### src/rtl/xw_pkg.sv
package xw_pkg;
  localparam int VA_W     = 64;
  localparam int PG_BITS  = 12;
  localparam int IDX_W    = 11;
  localparam int PX_W     = 8;
  localparam int SEG_SHIFT = PG_BITS + PX_W;
  localparam int PT_ALIGN = 11;

  localparam logic [VA_W-1:0] PG_LOW    = {{(VA_W-PG_BITS){1'b0}}, {PG_BITS{1'b1}}};
  localparam logic [VA_W-1:0] PT_LOW    = {{(VA_W-PT_ALIGN){1'b0}}, {PT_ALIGN{1'b1}}};
  localparam logic [VA_W-1:0] LARGE_LOW = {{(VA_W-SEG_SHIFT){1'b0}}, {SEG_SHIFT{1'b1}}};

  // Entry bit positions
  localparam int B_REAL = 5;
  localparam int B_INV  = 5;
  localparam int B_RO   = 9;
  localparam int B_FC   = 10;
  localparam int B_PINV = 10;
  localparam int B_PRES = 8;

  localparam logic [1:0] ACC_STORE = 2'd1;
  localparam logic [1:0] ACC_FETCH = 2'd2;
  localparam logic [1:0] MODE_SEC  = 2'd2;
  localparam logic [1:0] MODE_HOME = 2'd3;

  localparam logic [7:0] FLT_NONE = 8'h00;
  localparam logic [7:0] FLT_PROT = 8'h04;
  localparam logic [7:0] FLT_ADDR = 8'h05;
  localparam logic [7:0] FLT_SEG  = 8'h10;
  localparam logic [7:0] FLT_PAGE = 8'h11;
  localparam logic [7:0] FLT_SPEC = 8'h12;
  localparam logic [7:0] FLT_ASCE = 8'h38;
  localparam logic [7:0] FLT_RGN1 = 8'h39;
  localparam logic [7:0] FLT_RGN2 = 8'h3A;
  localparam logic [7:0] FLT_RGN3 = 8'h3B;

  typedef enum logic [1:0] {VD_NEXT = 2'd0, VD_DONE = 2'd1, VD_FAULT = 2'd2} verdict_e;

  typedef struct packed {
    logic capture;
    logic evalDesig;
    logic evalEntry;
  } strobe_t;

  function automatic logic [7:0] levelFault(input logic [1:0] lvl);
    case (lvl)
      2'd3:    return FLT_RGN1;
      2'd2:    return FLT_RGN2;
      2'd1:    return FLT_RGN3;
      default: return FLT_SEG;
    endcase
  endfunction

  function automatic logic [IDX_W-1:0] idxAt(input logic [VA_W-1:0] va, input logic [1:0] lvl);
    logic [VA_W-1:0] s;
    s = va >> (SEG_SHIFT + IDX_W * int'(lvl));
    return s[IDX_W-1:0];
  endfunction

  function automatic logic [1:0] topAt(input logic [VA_W-1:0] va, input logic [1:0] lvl);
    logic [VA_W-1:0] s;
    s = va >> (SEG_SHIFT + IDX_W * int'(lvl) + IDX_W - 2);
    return s[1:0];
  endfunction

  function automatic logic hiBad(input logic [VA_W-1:0] va, input logic [1:0] lvl);
    if (lvl == 2'd3) return 1'b0;
    return (va >> (SEG_SHIFT + IDX_W * (int'(lvl) + 1))) != '0;
  endfunction

  function automatic logic [VA_W-1:0] slot(input logic [VA_W-1:0] base, input logic [IDX_W-1:0] idx);
    return base + {{(VA_W-IDX_W-3){1'b0}}, idx, 3'b000};
  endfunction
endpackage

### src/rtl/xw_datapath.sv
module xw_datapath
  import xw_pkg::*;
(
  input  logic            clk,
  input  logic            rstN,
  input  strobe_t         strobe,
  input  logic [VA_W-1:0] reqVaddr,
  input  logic [1:0]      reqAccess,
  input  logic [1:0]      reqMode,
  input  logic [VA_W-1:0] priDesig,
  input  logic [VA_W-1:0] secDesig,
  input  logic [VA_W-1:0] homeDesig,
  input  logic            edatEn,
  input  logic [VA_W-1:0] memRspData,
  input  logic            memRspErr,
  input  logic            doneValid,
  output verdict_e        verdict,
  output logic [VA_W-1:0] tableAddr,
  output logic [VA_W-1:0] frame,
  output logic [VA_W-1:0] tec,
  output logic [7:0]      fault,
  output logic            permRead,
  output logic            permWrite,
  output logic            permExec
);
  logic [VA_W-1:0] vaReg, desigReg, tableAddrReg, frameReg;
  logic [1:0]      accReg, spaceReg, lvlReg;
  logic            pteStage, rOk, wOk, xOk, secFetch;
  logic [7:0]      faultReg;

  // request-time selection
  logic [VA_W-1:0] selDesig;
  logic [1:0]      selSpace;
  logic            selR, selW, selX, isSecFetch;

  always_comb begin
    isSecFetch = (reqMode == MODE_SEC) && (reqAccess == ACC_FETCH);
    selR = 1'b1; selW = 1'b1; selX = 1'b1;
    if (isSecFetch) begin
      selDesig = priDesig; selSpace = 2'd0; selR = 1'b0; selW = 1'b0;
    end else if (reqMode == MODE_SEC) begin
      selDesig = secDesig; selSpace = 2'd2; selX = 1'b0;
    end else if (reqMode == MODE_HOME) begin
      selDesig = homeDesig; selSpace = 2'd3;
    end else begin
      selDesig = priDesig; selSpace = 2'd0;
    end
  end

  // stage evaluation
  logic [VA_W-1:0] addrNx, frameNx, ent;
  logic [1:0]      lvlNx, nt;
  logic            pteNx, wNx;
  logic [7:0]      faultNx;

  always_comb begin
    ent     = memRspData;
    verdict = VD_NEXT;
    faultNx = FLT_NONE;
    addrNx  = tableAddrReg;
    lvlNx   = lvlReg;
    pteNx   = pteStage;
    frameNx = frameReg;
    wNx     = wOk;
    nt      = '0;
    if (strobe.evalDesig) begin
      if (desigReg[B_REAL]) begin
        verdict = VD_DONE;
        frameNx = vaReg;
      end else if (hiBad(vaReg, desigReg[3:2])) begin
        verdict = VD_FAULT; faultNx = FLT_ASCE;
      end else if (topAt(vaReg, desigReg[3:2]) > desigReg[1:0]) begin
        verdict = VD_FAULT; faultNx = levelFault(desigReg[3:2]);
      end else begin
        addrNx = slot(desigReg & ~PG_LOW, idxAt(vaReg, desigReg[3:2]));
        lvlNx  = desigReg[3:2];
        pteNx  = 1'b0;
      end
    end else if (memRspErr) begin
      verdict = VD_FAULT; faultNx = FLT_ADDR;
    end else if (pteStage) begin
      if (ent[B_PINV]) begin
        verdict = VD_FAULT; faultNx = FLT_PAGE;
      end else if (ent[B_PRES]) begin
        verdict = VD_FAULT; faultNx = FLT_SPEC;
      end else begin
        verdict = VD_DONE;
        frameNx = ent & ~PG_LOW;
        if (ent[B_RO]) wNx = 1'b0;
      end
    end else if (ent[B_INV]) begin
      verdict = VD_FAULT; faultNx = levelFault(lvlReg);
    end else if (ent[3:2] != lvlReg) begin
      verdict = VD_FAULT; faultNx = FLT_SPEC;
    end else if (lvlReg == 2'd0) begin
      if (ent[B_RO]) wNx = 1'b0;
      if (ent[B_FC] && edatEn) begin
        verdict = VD_DONE;
        frameNx = (ent & ~LARGE_LOW) | (vaReg & LARGE_LOW);
      end else begin
        addrNx = (ent & ~PT_LOW) + {{(VA_W-PX_W-3){1'b0}}, vaReg[SEG_SHIFT-1:PG_BITS], 3'b000};
        pteNx  = 1'b1;
      end
    end else begin
      nt = topAt(vaReg, lvlReg - 2'd1);
      if (nt < ent[7:6] || nt > ent[1:0]) begin
        verdict = VD_FAULT; faultNx = levelFault(lvlReg - 2'd1);
      end else begin
        if (edatEn && ent[B_RO]) wNx = 1'b0;
        addrNx = slot(ent & ~PG_LOW, idxAt(vaReg, lvlReg - 2'd1));
        lvlNx  = lvlReg - 2'd1;
      end
    end
    if (verdict == VD_DONE && accReg == ACC_STORE && !wNx) begin
      verdict = VD_FAULT; faultNx = FLT_PROT;
    end
  end

  always_ff @(posedge clk) begin
    if (!rstN) begin
      vaReg <= '0; desigReg <= '0; tableAddrReg <= '0; frameReg <= '0;
      accReg <= '0; spaceReg <= '0; lvlReg <= '0; pteStage <= 1'b0;
      rOk <= 1'b0; wOk <= 1'b0; xOk <= 1'b0; secFetch <= 1'b0; faultReg <= FLT_NONE;
    end else if (strobe.capture) begin
      vaReg    <= reqVaddr & ~PG_LOW;
      accReg   <= reqAccess;
      desigReg <= selDesig;
      spaceReg <= selSpace;
      rOk <= selR; wOk <= selW; xOk <= selX;
      secFetch <= isSecFetch;
      pteStage <= 1'b0;
      faultReg <= FLT_NONE;
    end else if (strobe.evalDesig || strobe.evalEntry) begin
      tableAddrReg <= addrNx;
      lvlReg       <= lvlNx;
      pteStage     <= pteNx;
      frameReg     <= frameNx;
      wOk          <= wNx;
      faultReg     <= faultNx;
    end
  end

  assign tableAddr = tableAddrReg;
  assign frame     = frameReg;
  assign fault     = faultReg;
  assign permRead  = rOk;
  assign permWrite = wOk;
  assign permExec  = xOk;
  assign tec = vaReg
             | ((accReg == ACC_STORE) ? 64'h400 : 64'h800)
             | ((faultReg == FLT_PROT) ? 64'h4 : 64'h0)
             | {{(VA_W-2){1'b0}}, spaceReg};

  a_r8_frame_aligned: assert property (@(posedge clk) disable iff (!rstN)
    (doneValid && fault == FLT_NONE) |-> (frame & PG_LOW) == '0);
  a_r9_store_has_write: assert property (@(posedge clk) disable iff (!rstN)
    (doneValid && fault == FLT_NONE && accReg == ACC_STORE) |-> permWrite);
  a_r1_real_direct: assert property (@(posedge clk) disable iff (!rstN)
    (doneValid && fault == FLT_NONE && desigReg[B_REAL]) |-> frame == vaReg);
  a_r11_sec_fetch_perm: assert property (@(posedge clk) disable iff (!rstN)
    (doneValid && fault == FLT_NONE && secFetch) |-> (!permRead && !permWrite && permExec));
endmodule

### src/rtl/xw_control.sv
module xw_control
  import xw_pkg::*;
(
  input  logic     clk,
  input  logic     rstN,
  input  logic     reqValid,
  input  logic     memRspValid,
  input  verdict_e verdict,
  output logic     reqReady,
  output logic     memReqValid,
  output logic     doneValid,
  output strobe_t  strobe
);
  typedef enum logic [2:0] {S_IDLE, S_CHECK, S_ISSUE, S_WAIT, S_RESP} state_e;
  state_e state, stateNx;

  always_comb begin
    strobe.capture   = (state == S_IDLE) && reqValid;
    strobe.evalDesig = (state == S_CHECK);
    strobe.evalEntry = (state == S_WAIT) && memRspValid;
    stateNx = state;
    case (state)
      S_IDLE:  if (reqValid) stateNx = S_CHECK;
      S_CHECK: stateNx = (verdict == VD_NEXT) ? S_ISSUE : S_RESP;
      S_ISSUE: stateNx = S_WAIT;
      S_WAIT:  if (memRspValid) stateNx = (verdict == VD_NEXT) ? S_ISSUE : S_RESP;
      default: stateNx = S_IDLE;
    endcase
  end

  always_ff @(posedge clk) begin
    if (!rstN) state <= S_IDLE;
    else       state <= stateNx;
  end

  assign reqReady    = (state == S_IDLE);
  assign memReqValid = (state == S_ISSUE);
  assign doneValid   = (state == S_RESP);

  a_r12_single_read: assert property (@(posedge clk) disable iff (!rstN)
    memReqValid |=> !memReqValid);
  a_r12_rsp_when_waiting: assert property (@(posedge clk) disable iff (!rstN)
    memRspValid |-> state == S_WAIT);
  a_r12_done_then_ready: assert property (@(posedge clk) disable iff (!rstN)
    doneValid |=> (!doneValid && reqReady));
endmodule

### src/rtl/xlat_walker.sv
module xlat_walker
  import xw_pkg::*;
(
  input  logic            clk,
  input  logic            rstN,
  input  logic            reqValid,
  output logic            reqReady,
  input  logic [VA_W-1:0] reqVaddr,
  input  logic [1:0]      reqAccess,
  input  logic [1:0]      reqMode,
  input  logic [VA_W-1:0] priDesig,
  input  logic [VA_W-1:0] secDesig,
  input  logic [VA_W-1:0] homeDesig,
  input  logic            edatEn,
  output logic            memReqValid,
  output logic [VA_W-1:0] memReqAddr,
  input  logic            memRspValid,
  input  logic [VA_W-1:0] memRspData,
  input  logic            memRspErr,
  output logic            doneValid,
  output logic [7:0]      doneFault,
  output logic [VA_W-1:0] doneFrame,
  output logic [VA_W-1:0] doneTec,
  output logic            permRead,
  output logic            permWrite,
  output logic            permExec
);
  strobe_t  strobe;
  verdict_e verdict;

  xw_control uCtl (
    .clk(clk), .rstN(rstN), .reqValid(reqValid), .memRspValid(memRspValid),
    .verdict(verdict), .reqReady(reqReady), .memReqValid(memReqValid),
    .doneValid(doneValid), .strobe(strobe)
  );

  xw_datapath uDp (
    .clk(clk), .rstN(rstN), .strobe(strobe), .reqVaddr(reqVaddr),
    .reqAccess(reqAccess), .reqMode(reqMode), .priDesig(priDesig),
    .secDesig(secDesig), .homeDesig(homeDesig), .edatEn(edatEn),
    .memRspData(memRspData), .memRspErr(memRspErr), .doneValid(doneValid),
    .verdict(verdict), .tableAddr(memReqAddr), .frame(doneFrame), .tec(doneTec),
    .fault(doneFault), .permRead(permRead), .permWrite(permWrite), .permExec(permExec)
  );
endmodule

### config.mk
export PLATFORM = sky130hd
export DESIGN_NAME = xlat_walker
export DESIGN_NICKNAME = d
export VERILOG_FILES = /design/src/rtl/xw_pkg.sv /design/src/rtl/xw_datapath.sv /design/src/rtl/xw_control.sv /design/src/rtl/xlat_walker.sv
export SDC_FILE = /design/constraint.sdc
export NUM_CORES = 1
export LEC_CHECK = 0
export ABC_AREA = 1
export BUFFER_PORTS_ARGS = -buffer_cell sky130_fd_sc_hd__buf_4
export CELL_PAD_IN_SITES_DETAIL_PLACEMENT = 2
export CELL_PAD_IN_SITES_GLOBAL_PLACEMENT = 2
export CORE_MARGIN = 10
export CORE_UTILIZATION = 30
export DETAILED_ROUTE_END_ITERATION = 7
export GPL_TIMING_DRIVEN = 0
export PLACE_DENSITY_LB_ADDON = 0.1
export SETUP_SLACK_MARGIN = 0.5
export SLEW_MARGIN = 10
export SYNTH_ARGS = -nofsm -noshare
export SYNTH_HDL_FRONTEND = slang
export SYNTH_SLANG_ARGS = --single-unit
### constraint.sdc
create_clock -name clk -period 12.35 [get_ports clk]
set_input_delay 0.6175 -clock clk [delete_from_list [all_inputs] [get_ports clk]]
set_output_delay 0.6175 -clock clk [all_outputs]
set_load 0.01 [all_outputs]
==> reports/summary.txt <==
Synth top area share: 22.0%
row count: 98
routability congestion estimate: 1.03
yosys synthesis warning count: 0
Setup Crit Path Kind: reg -> reg
total CTS buffers: 31
first-pass GRT wire length: 227000 µm
P&R area growth vs syn: 27.1%
Routed Wire Length: 161000 µm
max-slew violations: 0
FF+latch area: 4800 µm²
post-CTS sizing: 0
Synth Cell Area: 21800 µm²
status: completed
count of state elements after synthesis: 240
critical path's slowest cell: clkbuf_1
most common cell after layout, fill and taps aside: nand2_1
met1 Resource Use GR: 44.5%
layout cell share with drive strength beyond 1: 14.1%
CTS root buf: clkbuf_16
Final min period: 9.82 ns
die area: 84000 µm²
period utilization: 79.5%
vias after detailed routing: 31100
global route overflow: 0
RSZ-0062 raised after global routing: no
largest net degree at the start of global routing: 16
CP Launch Type: flop
1st-iter DRT viols: 2886
fill count: 9294
Max-cap violations: 0
Worst-path clk slew: 0.07 ns
CP arrival: 10.36 ns
Clock Sinks: 240
synthesized instance count: 3807
Distinct cells, synth: 62
CP max FO: 13
Async SR Flop Fraction: 0%
DRT Pass-1 Iters: 5
vias in the first global route: 32400
Initial Utilization: 30.4%
Leak: 12.3 nW
Clk Latency, worst-skew pair: 0.65 ns
Vias per Instance: 5.85
GRT met2 Usage: 60.1%
Hold Path Class: in -> reg
Bufs and invs on worst path: 9
worst path required time: 12.88 ns
Slew headroom: 14.2%
die height: 290 µm
final hold slack: 0.237 ns
Critical Path Sink Type: flop
setup TNS: 0 ns
count of final setup violators: 0
met3 Use GR: 7.63%
Multi-input gate area: 14500 µm²
Max IR drop VDD: 0.000116 V
sequential element share of the synthesized area: 22.0%
Net count, final: 4696
drt drc: 0
number of synthesized flops with an enable pin: 0
Detail Route Antenna Nets: 0
Final Skew: 0.0416 ns
slowest cell delay on critical path: 0.73 ns
most frequent cells in the layout: nand2_1 (1154), buf_4 (513), inv_1 (349)
Die Span X: 290 µm
total track usage: 36.5%
# hold bufs at CTS: 0
CTS tree: done
reg2reg setup slack: 2.53 ns
critical path's top delay family: buffers and inverters
Synth area leader: dfxtp_1
Mean Syn Cell Area: 5.73 µm²
Post-synth top flop: dfxtp_1
synth top area cells: dfxtp_1 (22%), nand2_1 (20%), o21ai_0 (7.7%)
I/O pin count: 536
Highest Clock Rate: 102 MHz
post-CTS setup repair buffer count: 0
most used routing layer: met2
initial antenna violation count: 24
H-Tree Depth: 1
endpoints failing hold: 0
Worst-Margin Slew: 1.29 ns
drt wl/cell: 30.2 µm
Core Area: 71900 µm²
HPWL after detailed placement: 133000 µm
Clock Path Buffers: 3
pwr/cell area: 133 nW/µm²
Port Buffers: 475
==> area by class of cell <==
| class | instances | share of cell area (%) |
|---|---|---|
| multi-input cells | 2964 | 52.4 |
| diodes | 8 | 0.0722 |
| clock inverters | 14 | 0.568 |
| well taps | 950 | 4.28 |
| clock buffers | 43 | 3.21 |
| plain buffers | 265 | 4.41 |
| inverters | 361 | 4.90 |
| flip-flops and latches | 240 | 17.3 |
| repair buffers | 475 | 12.9 |
==> Yosys cell counts, drive strengths merged (2+ instances only) <==
library cell and number:
o211ai 41, and3 3, clkbuf 178, o22ai 34
dfxtp 240, nand3b 4, a221oi 15, a22oi 6
xor2 53, o21a 7, nand3 333, a41o 2
and2 13, o21bai 2, o31ai 8, xnor2 5
nor3 53, buf 87, or2 6, clkinv 9
a41oi 6, a221o 2, ha 26, nand2 1159
nor2 322, a31oi 36, a21oi 191, nor4 22
o41ai 3, a211oi 110, nor3b 3, fa 2
o311ai 2, o21ai 351, inv 352, o32ai 4
nand4 30, o221ai 11, a22o 50, a311oi 4
o2111ai 7, a32o 2, mux2i 4, a31o 3
==> cells by family (layout without fill, tap and decap cells) <==
logic type	Yosys count	count (layout)	synth area share, %
other cells	1	32	0.0172
compound gates	901	901	25.1
buf+inv	626	1158	11.8
mux	4	4	0.183
fa+ha+maj	28	28	1.67
simple gates	1949	1949	36.8
flops	240	240	22.0
xor+xnor	58	58	2.33
==> path summary, 6_finish.rpt <==
kind,startpoint,endpoint,cells past startpoint
worst max-delay path,uDp.lvlReg[0]$_SDFFE_PN0P_,uDp.tableAddr[56]$_SDFFE_PN0P_,30
worst min-delay path,priDesig[43],uDp.desigReg[43]$_SDFFE_PN0P_,3
worst max register to register,uDp.lvlReg[0]$_SDFFE_PN0P_,uDp.tableAddr[56]$_SDFFE_PN0P_,30
worst min register to register,uDp.spaceReg[1]$_SDFFE_PN0P_,uDp.spaceReg[1]$_SDFFE_PN0P_,2
==> flip-flops by register name, summed over array words and instances (netlist names) <==
register       flops
uDp.frame         52
uDp.vaReg         52
uDp.tableAddr     61
uDp.spaceReg       2
uDp.permExec       1
uDp.desigReg      57
uDp.pteStage       1
uDp.lvlReg         2
uDp.permWrite      1
uDp.accReg         2
uDp.fault          5
uCtl.state         3
uDp.permRead       1
==> tightest hold or removal path, stage by stage <==
cell and delay, ns:
buf_4 0.08, nand3_1 0.06, o211ai_1 0.09
==> power breakdown <==
part           internal, W  total [W]  switching, W
combinational     0.000507    0.00180       0.00129
clock             0.000562   0.000979      0.000416
sequential        0.000832   0.000926     0.0000939
total              0.00190    0.00370       0.00180
==> through the flow <==
stage               area (µm²)  power (W)  util, %  std cells  setup WS, ns
global route             27700    0.00387     38.6       5320          2.29
finish                   27700    0.00370     38.6       5320          2.53
floorplan                21900    0.00187        -       3830          6.64
detailed placement       26700    0.00266     37.1       5255          2.97
global placement         26700    0.00263     37.1       5255          3.12
CTS                      27700    0.00364     38.6       5312          2.93
==> layer usage <==
layer  vias up  wire (µm)
li1      13800          -
met1     15500      64700
met2      1463      73500
met3       354      13200
met4        22       9060
met5         -        152
Note: power is estimated with default switching activity, not from simulation.
